File: src/rtl/mac16_pkg.sv
package mac16_pkg;
  localparam int unsigned MAC_DW = 32;
  localparam int unsigned MAC_HW = MAC_DW / 2;
  localparam int unsigned SR_W   = 8;
  // status bit positions
  localparam int unsigned SR_V   = 0;
  localparam int unsigned SR_Z   = 1;
  localparam int unsigned SR_N   = 2;
  localparam int unsigned SR_US  = 4;
  localparam int unsigned SR_SAT = 6;
  localparam logic [SR_W-1:0] SR_WMASK = 8'h57;

  typedef enum logic [3:0] {
    OP_MAC    = 4'd0,
    OP_MSAC   = 4'd1,
    OP_MUL    = 4'd2,
    OP_LDACC  = 4'd3,
    OP_LDSR   = 4'd4,
    OP_LDMASK = 4'd5,
    OP_RDACC  = 4'd6,
    OP_RDSR   = 4'd7,
    OP_RDMASK = 4'd8
  } mac_op_e;

  typedef enum logic [1:0] {
    SH_NONE  = 2'd0,
    SH_LEFT  = 2'd1,
    SH_RIGHT = 2'd2,
    SH_KEEP  = 2'd3
  } shift_e;

  typedef struct packed {
    logic              vld;
    mac_op_e           op;
    shift_e            sh;
    logic              sgn;
    logic              lovf;
    logic [MAC_DW-1:0] val;
  } stage_t;

  function automatic logic is_acc_op(mac_op_e o);
    return (o == OP_MAC) || (o == OP_MSAC);
  endfunction

  function automatic logic is_mul_op(mac_op_e o);
    return (o == OP_MAC) || (o == OP_MSAC) || (o == OP_MUL);
  endfunction
endpackage

File: src/rtl/mac16_array.sv
module mac16_array #(
  parameter int unsigned HW = 16
) (
  input  logic [HW-1:0]   x,
  input  logic [HW-1:0]   y,
  input  logic            sgn,
  output logic [2*HW-1:0] p
);
  logic signed [HW:0]     xe, ye;
  logic signed [2*HW+1:0] full;

  always_comb begin
    xe   = {sgn & x[HW-1], x};
    ye   = {sgn & y[HW-1], y};
    full = xe * ye;
    p    = full[2*HW-1:0];
  end
endmodule

File: src/rtl/mac16_shift.sv
module mac16_shift import mac16_pkg::*; #(
  parameter int unsigned DW = 32
) (
  input  logic [DW-1:0] p,
  input  shift_e        sh,
  input  logic          sgn,
  input  logic          lovf,
  output logic [DW-1:0] q
);
  logic fill;

  always_comb begin
    fill = sgn & p[DW-1] & (|p) & ~lovf;
    unique case (sh)
      SH_LEFT:  q = {p[DW-2:0], 1'b0};
      SH_RIGHT: q = {fill, p[DW-1:1]};
      default:  q = p;
    endcase
  end
endmodule

File: src/rtl/mac16_accum.sv
module mac16_accum #(
  parameter int unsigned DW = 32
) (
  input  logic [DW-1:0] acc,
  input  logic [DW-1:0] prod,
  input  logic          sub,
  input  logic          sgn,
  input  logic          sat,
  output logic [DW-1:0] nxt,
  output logic          ovf
);
  localparam logic [DW-1:0] SMAX = {1'b0, {(DW-1){1'b1}}};
  localparam logic [DW-1:0] SMIN = {1'b1, {(DW-1){1'b0}}};

  logic [DW:0]   ea, ep, sum;
  logic [DW-1:0] clamp;

  always_comb begin
    ea  = {sgn & acc[DW-1], acc};
    ep  = {sgn & prod[DW-1], prod};
    sum = sub ? (ea - ep) : (ea + ep);
    ovf = sgn ? (sum[DW] != sum[DW-1]) : sum[DW];
    if (sgn) clamp = sum[DW] ? SMIN : SMAX;
    else     clamp = sub ? '0 : '1;
    nxt = (ovf && sat) ? clamp : sum[DW-1:0];
  end
endmodule

File: src/rtl/mac16_unit.sv
module mac16_unit import mac16_pkg::*; #(
  parameter int unsigned DW = MAC_DW
) (
  input  logic          clk,
  input  logic          rst_n,
  input  logic          op_valid,
  output logic          op_ready,
  input  logic [3:0]    op_code,
  input  logic          op_long,
  input  logic [1:0]    op_shift,
  input  logic          op_hi_a,
  input  logic          op_hi_b,
  input  logic [DW-1:0] op_a,
  input  logic [DW-1:0] op_b,
  output logic          res_valid,
  input  logic          res_ready,
  output logic [DW-1:0] res_data
);
  localparam int unsigned HW = DW / 2;
  localparam logic [1:0]  LAST_PH = 2'd2;

  mac_op_e in_op;
  logic    advance, sr_busy, s1_hold, fire;

  // stage 1: operand select and array
  logic          s1_vld, s1_long, s1_hi_a, s1_hi_b;
  mac_op_e       s1_op;
  shift_e        s1_sh;
  logic [DW-1:0] s1_a, s1_b, lsum, lsum_nxt, s1_prod, arr_p;
  logic [1:0]    s1_phase;
  logic [HW-1:0] mx, my;
  logic          arr_sgn, s1_sgn, s1_lovf;

  stage_t        s2, s3;
  logic [DW-1:0] shifted, acc_q, acc_nxt, rd_val;
  logic          acc_ovf;
  logic [SR_W-1:0] sr_q;
  logic [HW-1:0] mask_q;
  shift_e        s2_sh_eff;

  assign in_op    = mac_op_e'(op_code);
  assign advance  = !res_valid || res_ready;
  assign sr_busy  = (s1_vld && s1_op == OP_LDSR) || (s2.vld && s2.op == OP_LDSR) ||
                    (s3.vld && s3.op == OP_LDSR);
  assign s1_hold  = s1_vld && s1_long && (s1_phase != LAST_PH);
  assign op_ready = advance && !sr_busy && !s1_hold;
  assign fire     = op_valid && op_ready;

  always_comb begin
    if (s1_long) begin
      unique case (s1_phase)
        2'd0:    begin mx = s1_a[HW-1:0];  my = s1_b[HW-1:0];  end
        2'd1:    begin mx = s1_a[DW-1:HW]; my = s1_b[HW-1:0];  end
        default: begin mx = s1_a[HW-1:0];  my = s1_b[DW-1:HW]; end
      endcase
    end else begin
      mx = s1_hi_a ? s1_a[DW-1:HW] : s1_a[HW-1:0];
      my = s1_hi_b ? s1_b[DW-1:HW] : s1_b[HW-1:0];
    end
    s1_sgn   = !sr_q[SR_US];
    arr_sgn  = !s1_long && s1_sgn;
    lsum_nxt = (s1_phase == 2'd0) ? arr_p : lsum + {arr_p[HW-1:0], {HW{1'b0}}};
    s1_prod  = s1_long ? lsum_nxt : arr_p;
    s1_lovf  = s1_long && s1_sgn && (|s1_a) && (|s1_b) &&
               (s1_prod[DW-1] != (s1_a[DW-1] ^ s1_b[DW-1]));
  end

  mac16_array #(.HW(HW)) u_array (.x(mx), .y(my), .sgn(arr_sgn), .p(arr_p));

  assign s2_sh_eff = is_acc_op(s2.op) ? s2.sh : SH_NONE;

  mac16_shift #(.DW(DW)) u_shift (
    .p(s2.val), .sh(s2_sh_eff), .sgn(s2.sgn), .lovf(s2.lovf), .q(shifted)
  );

  mac16_accum #(.DW(DW)) u_accum (
    .acc(acc_q), .prod(s3.val), .sub(s3.op == OP_MSAC), .sgn(s3.sgn),
    .sat(sr_q[SR_SAT]), .nxt(acc_nxt), .ovf(acc_ovf)
  );

  always_comb begin
    unique case (s3.op)
      OP_MUL:    rd_val = s3.val;
      OP_RDACC:  rd_val = acc_q;
      OP_RDSR:   rd_val = {{(DW-SR_W){1'b0}}, sr_q};
      OP_RDMASK: rd_val = {{(DW-HW){1'b0}}, mask_q};
      default:   rd_val = '0;
    endcase
  end

  always_ff @(posedge clk) begin
    if (!rst_n) begin
      s1_vld <= 1'b0; s1_long <= 1'b0; s1_hi_a <= 1'b0; s1_hi_b <= 1'b0;
      s1_op <= OP_MAC; s1_sh <= SH_NONE; s1_a <= '0; s1_b <= '0;
      s1_phase <= 2'd0; lsum <= '0;
      s2 <= '0; s3 <= '0;
      acc_q <= '0; sr_q <= '0; mask_q <= '0;
      res_valid <= 1'b0; res_data <= '0;
    end else if (advance) begin
      // stage 1
      if (fire) begin
        s1_vld   <= 1'b1;
        s1_op    <= in_op;
        s1_long  <= op_long && is_mul_op(in_op);
        s1_sh    <= shift_e'(op_shift);
        s1_hi_a  <= op_hi_a;
        s1_hi_b  <= op_hi_b;
        s1_a     <= op_a;
        s1_b     <= op_b;
        s1_phase <= 2'd0;
      end else if (s1_hold) begin
        s1_phase <= s1_phase + 2'd1;
        lsum     <= lsum_nxt;
      end else begin
        s1_vld   <= 1'b0;
      end
      // stage 2
      s2.vld  <= s1_vld && !s1_hold;
      s2.op   <= s1_op;
      s2.sh   <= s1_sh;
      s2.sgn  <= s1_sgn;
      s2.lovf <= s1_lovf;
      s2.val  <= is_mul_op(s1_op) ? s1_prod : s1_a;
      // stage 3
      s3     <= s2;
      s3.val <= shifted;
      // retire
      res_valid <= s3.vld && (s3.op inside {OP_MUL, OP_RDACC, OP_RDSR, OP_RDMASK});
      res_data  <= rd_val;
      if (s3.vld) begin
        unique case (s3.op)
          OP_MAC, OP_MSAC: begin
            acc_q      <= acc_nxt;
            sr_q[SR_N] <= acc_nxt[DW-1];
            sr_q[SR_Z] <= (acc_nxt == '0);
            sr_q[SR_V] <= sr_q[SR_V] | acc_ovf | s3.lovf;
          end
          OP_LDACC:  acc_q  <= s3.val;
          OP_LDSR:   sr_q   <= s3.val[SR_W-1:0] & SR_WMASK;
          OP_LDMASK: mask_q <= s3.val[HW-1:0];
          default: ;
        endcase
      end
    end
  end

  // ---------------- assertions ----------------
  logic s3_acc_wr, s3_sat_hit;
  assign s3_acc_wr  = advance && s3.vld && (is_acc_op(s3.op) || s3.op == OP_LDACC);
  assign s3_sat_hit = advance && s3.vld && is_acc_op(s3.op) && sr_q[SR_SAT] && acc_ovf;

  p_long_gap_r6: assert property (@(posedge clk) disable iff (!rst_n)
    s1_hold |-> !op_ready);

  p_acc_quiet_r2: assert property (@(posedge clk) disable iff (!rst_n)
    !s3_acc_wr |=> $stable(acc_q));

  p_sat_clamp_r7: assert property (@(posedge clk) disable iff (!rst_n)
    s3_sat_hit |=> (acc_q == {1'b0, {(DW-1){1'b1}}} || acc_q == {1'b1, {(DW-1){1'b0}}} ||
                    acc_q == '1 || acc_q == '0));

  p_sticky_v_r8: assert property (@(posedge clk) disable iff (!rst_n)
    (sr_q[SR_V] && !(advance && s3.vld && s3.op == OP_LDSR)) |=> sr_q[SR_V]);

  p_res_hold_r11: assert property (@(posedge clk) disable iff (!rst_n)
    (res_valid && !res_ready) |=> (res_valid && $stable(res_data)));

  p_uns_fill_r4: assert property (@(posedge clk) disable iff (!rst_n)
    (s2.vld && is_acc_op(s2.op) && s2.sh == SH_RIGHT && !s2.sgn) |-> !shifted[DW-1]);
endmodule

File: config.mk
export PLATFORM = sky130hd
export DESIGN_NAME = mac16_unit
export DESIGN_NICKNAME = d
export VERILOG_FILES = /design/src/rtl/mac16_pkg.sv /design/src/rtl/mac16_array.sv /design/src/rtl/mac16_shift.sv /design/src/rtl/mac16_accum.sv /design/src/rtl/mac16_unit.sv
export SDC_FILE = /design/constraint.sdc
export NUM_CORES = 2
export LEC_CHECK = 0
export ABC_AREA = 0
export CELL_PAD_IN_SITES_DETAIL_PLACEMENT = 1
export CELL_PAD_IN_SITES_GLOBAL_PLACEMENT = 1
export CORE_UTILIZATION = 25
export DETAILED_ROUTE_END_ITERATION = 6
export PLACE_DENSITY = 0.49
export SETUP_SLACK_MARGIN = 0.15
export SYNTH_ARGS = -nofsm -noshare
export SYNTH_HDL_FRONTEND = slang
export SYNTH_SLANG_ARGS = --single-unit
File: constraint.sdc
create_clock -name clk -period 16.1 [get_ports clk]
set_clock_uncertainty 0.05 [all_clocks]
set_input_delay 2.415 -clock clk [delete_from_list [all_inputs] [get_ports clk]]
set_output_delay 2.415 -clock clk [all_outputs]
set_load 0.02 [all_outputs]
==> flow_metrics.env <==
export IMPL_multi_input_area_um2=18500
export IMPL_die_h_um=324
export IMPL_routed_wl_mm=107
export IMPL_crit_path_start_kind="register"
export IMPL_insertedDiodeCount=0
export IMPL_p_seq_frac=0.284
export IMPL_fin_crit_ns=9.17
export IMPL_hold_viol=0
export IMPL_avgSynthCellArea_um2=8.05
export IMPL_cp_slowest_cell="mux2i_1"
export IMPL_n_fill_cell=12300
export IMPL_cts_tree="yes"
export IMPL_critPathMaxFanout=30
export IMPL_arrival_ns=9.62
export IMPL_holdCritPathClass="register to register"
export IMPL_cts_hold_buf=0
export IMPL_yosys_register_bits=274
export IMPL_cts_setup_buffers=0
export IMPL_rows=117
export IMPL_drtIter0Drc=1236
export IMPL_seqCellArea_um2=5490
export IMPL_max_stage_delay_ns=0.75
export IMPL_vias=22900
export IMPL_syn_area_um2=25900
export IMPL_combinationalPowerShare=0.389
export IMPL_ys_async_sr_fraction=0
export IMPL_path_common_cell="fa_1"
export IMPL_maxClockFrequency_ghz=0.109
export IMPL_p_int_uw=1690
export IMPL_crit_family="adder cells"
export IMPL_ys_warn_count=0
export IMPL_syn_nets=3713
export IMPL_final_max_slew_viol_count=0
export IMPL_fin_crit_sh=0.570
export IMPL_start_util=0.253
export IMPL_die_area_um2=105000
export IMPL_drv_cap=0
export IMPL_cts_max_level=2
export IMPL_clkLatencyLatePin_ns=0.60
export IMPL_run_status="completed"
export IMPL_synth_edf_count=0
export IMPL_via_per_inst=4.93
export IMPL_ant_nets=0
export IMPL_grt_pass1_wl_mm=161
export IMPL_p_sw_frac=0.404
export IMPL_grt_pass1_vias=24000
export IMPL_io_pins=111
export IMPL_switching_power_uw=1150
export IMPL_power_share_clock=0.328
export IMPL_gp_congestion=0.842
export IMPL_critPathCaptureType="register"
export IMPL_slew_headroom=0.121
export IMPL_yosysTopAreaCellShare=0.220
export IMPL_cts_made_buffers=37
export IMPL_dieWidth_um=324
export IMPL_first_pass_iters=5
export IMPL_synth_cell_types=86
export IMPL_grt_total_usage=0.206
export IMPL_cp_data_required_time_ns=16.55
export IMPL_syn_inst=3216
export IMPL_tns_ns=0
export IMPL_tightest_slew_ns=1.28
export IMPL_drive_above_1_share=0.0566
export IMPL_rsz0062_at_grt="no"
export IMPL_overflow=0
export IMPL_synth_flop_cell="dfxtp_1"
export IMPL_ctsResizeCount=0
export IMPL_cts_sinks=274
export IMPL_portBuffers=110
export IMPL_clk_pin_slew_ns=0.07
export IMPL_hold_slack_ns=0.405
export IMPL_wl_per_cell_um=23.1
export IMPL_nets=3738
export IMPL_ys_seq_area_frac=0.212
export IMPL_final_core_util=0.293
export IMPL_antenna_found_initial=0
export IMPL_finalSetupViolations=0
export IMPL_root_buffer="clkbuf_16"
export IMPL_area_growth_pct=15.4
export IMPL_total_leakage_power_uw=0.0130
export IMPL_ctsLongestPathBuffers=3
export IMPL_core_area_um2=102000
export IMPL_powerDensity_nw_per_um2=95.0
export IMPL_critPathBufInv=7
export IMPL_vdd_drop_max_mv=0.0805
export IMPL_criticalPathCategory="register to register"
export IMPL_drc_errors=0
export IMPL_yosys_area_top_type="fa_1"
export IMPL_yosys_top_cells_area="fa_1, dfxtp_1, nand2_1"
export IMPL_hpwl_mm=83.7
export IMPL_grt_max_degree=77
==> synthesized netlist by cell type (all sizes together), types with 4 or more instances <==
master and instances:
o2111ai 4, o21a 8, nand3 30, nor2b 13
a2111oi 6, a221oi 58, nand2b 12, mux2i 59
nand2 509, o211a 4, or2 6, o41ai 5
a21boi 10, a222oi 11, buf 20, xor2 39
and2 13, or3 9, nor3 57, ha 136
a31oi 13, clkbuf 153, a211oi 44, a21o 57
xnor2 67, o21bai 9, nor4 26, o31ai 11
dfxtp 274, nand4 7, o21ai 124, a311oi 16
fa 284, and3 10, mux2 30, or4 6
a21oi 286, inv 372, nor2 350, a211o 4
o211ai 14
==> state kept, by name, summed over array words and instances, names as in the netlist, 2 cells and up <==
| register | count |
|---|---|
| s2 | 41 |
| s3 | 39 |
| acc_q | 32 |
| lsum | 32 |
| res_data | 32 |
| s1_a | 32 |
| s1_b | 32 |
| mask_q | 16 |
| sr_q | 5 |
| s1_op | 4 |
| s1_phase | 2 |
| s1_sh | 2 |
==> final timing paths <==
path / slack (ns) / end / from / cells past startpoint
min reg2reg: 0.41 / lsum[10] / lsum[10] / 2
min: 0.41 / lsum[10] / lsum[10] / 2
max: 6.93 / s2[32] / s1_phase[0] / 29
max reg2reg: 6.93 / s2[32] / s1_phase[0] / 29
==> metrics by stage <==
| step | cells | setup WS (ns) | total power (µW) | area, µm² |
|---|---|---|---|---|
| 5_1_grt | 4637 | 6.13 | 3020 | 29900 |
| 6_report | 4637 | 6.93 | 2840 | 29900 |
| 2_1_floorplan | 3216 | 8.01 | 1530 | 25900 |
| 3_3_place_gp | 4570 | 6.92 | 1930 | 28500 |
| 3_5_place_dp | 4570 | 6.89 | 1930 | 28500 |
| 4_1_cts | 4637 | 6.84 | 2880 | 29900 |
==> layout make-up <==
| class | count | area share |
|---|---|---|
| multi-input cells | 2397 | 0.618 |
| flip-flops and latches | 274 | 0.184 |
| clock buffers | 51 | 0.0361 |
| well taps | 1368 | 0.0573 |
| repair buffers | 159 | 0.0490 |
| clock inverters | 16 | 0.00896 |
| inverters | 372 | 0.0469 |
==> routing by layer <==
metal	wire length (µm)	GRT usage	share of wire
met3	2880	0.0191	0.027
met5	0	0	0
met4	2100	0.0436	0.020
met2	54400	0.368	0.51
met1	47900	0.267	0.45
==> cell families after synthesis <==
family | synth area share
XOR/XNOR | 0.0359
flip-flops | 0.212
buffers and inverters | 0.0800
multiplexers | 0.0360
AND/OR/NAND/NOR | 0.173
adder cells (fa/ha/maj) | 0.285
AO/OA/AOI/OAI | 0.178
==> power groups by stage <==
stage / clock network [µW] / logic (µW) / registers, µW
2_1_floorplan: 0 / 758 / 770
3_3_place_gp: 0 / 1110 / 821
3_5_place_dp: 0 / 1110 / 821
4_1_cts: 963 / 1120 / 806
5_1_grt: 985 / 1230 / 810
6_report: 930 / 1100 / 805
==> worst min-delay path, delay by kind of cell, from the launching register on <==
kind / cells / cell delay [ns]
AOI/OAI and AO/OA: 1 / 0.05
DFF: 1 / 0.31
and+or+nand+nor: 1 / 0.05
==> layout by cell type, fill, tap and decap left out, drive strengths merged, types with 14 or more instances in the layout <==
| master | instances |
|---|---|
| nand3 | 30 |
| nor3 | 57 |
| nand2 | 509 |
| mux2i | 59 |
| inv | 375 |
| a211oi | 44 |
| a21o | 57 |
| nor4 | 26 |
| o211ai | 14 |
| mux2 | 30 |
| o21ai | 124 |
| ha | 136 |
| dfxtp | 274 |
| xnor2 | 67 |
| buf | 50 |
| clkbuf | 51 |
| nor2 | 350 |
| a221oi | 58 |
| xor2 | 39 |
| clkdlybuf4s50 | 109 |
| a311oi | 16 |
| a21oi | 286 |
| fa | 284 |
No activity file was read; power rests on OpenSTA's default activity.
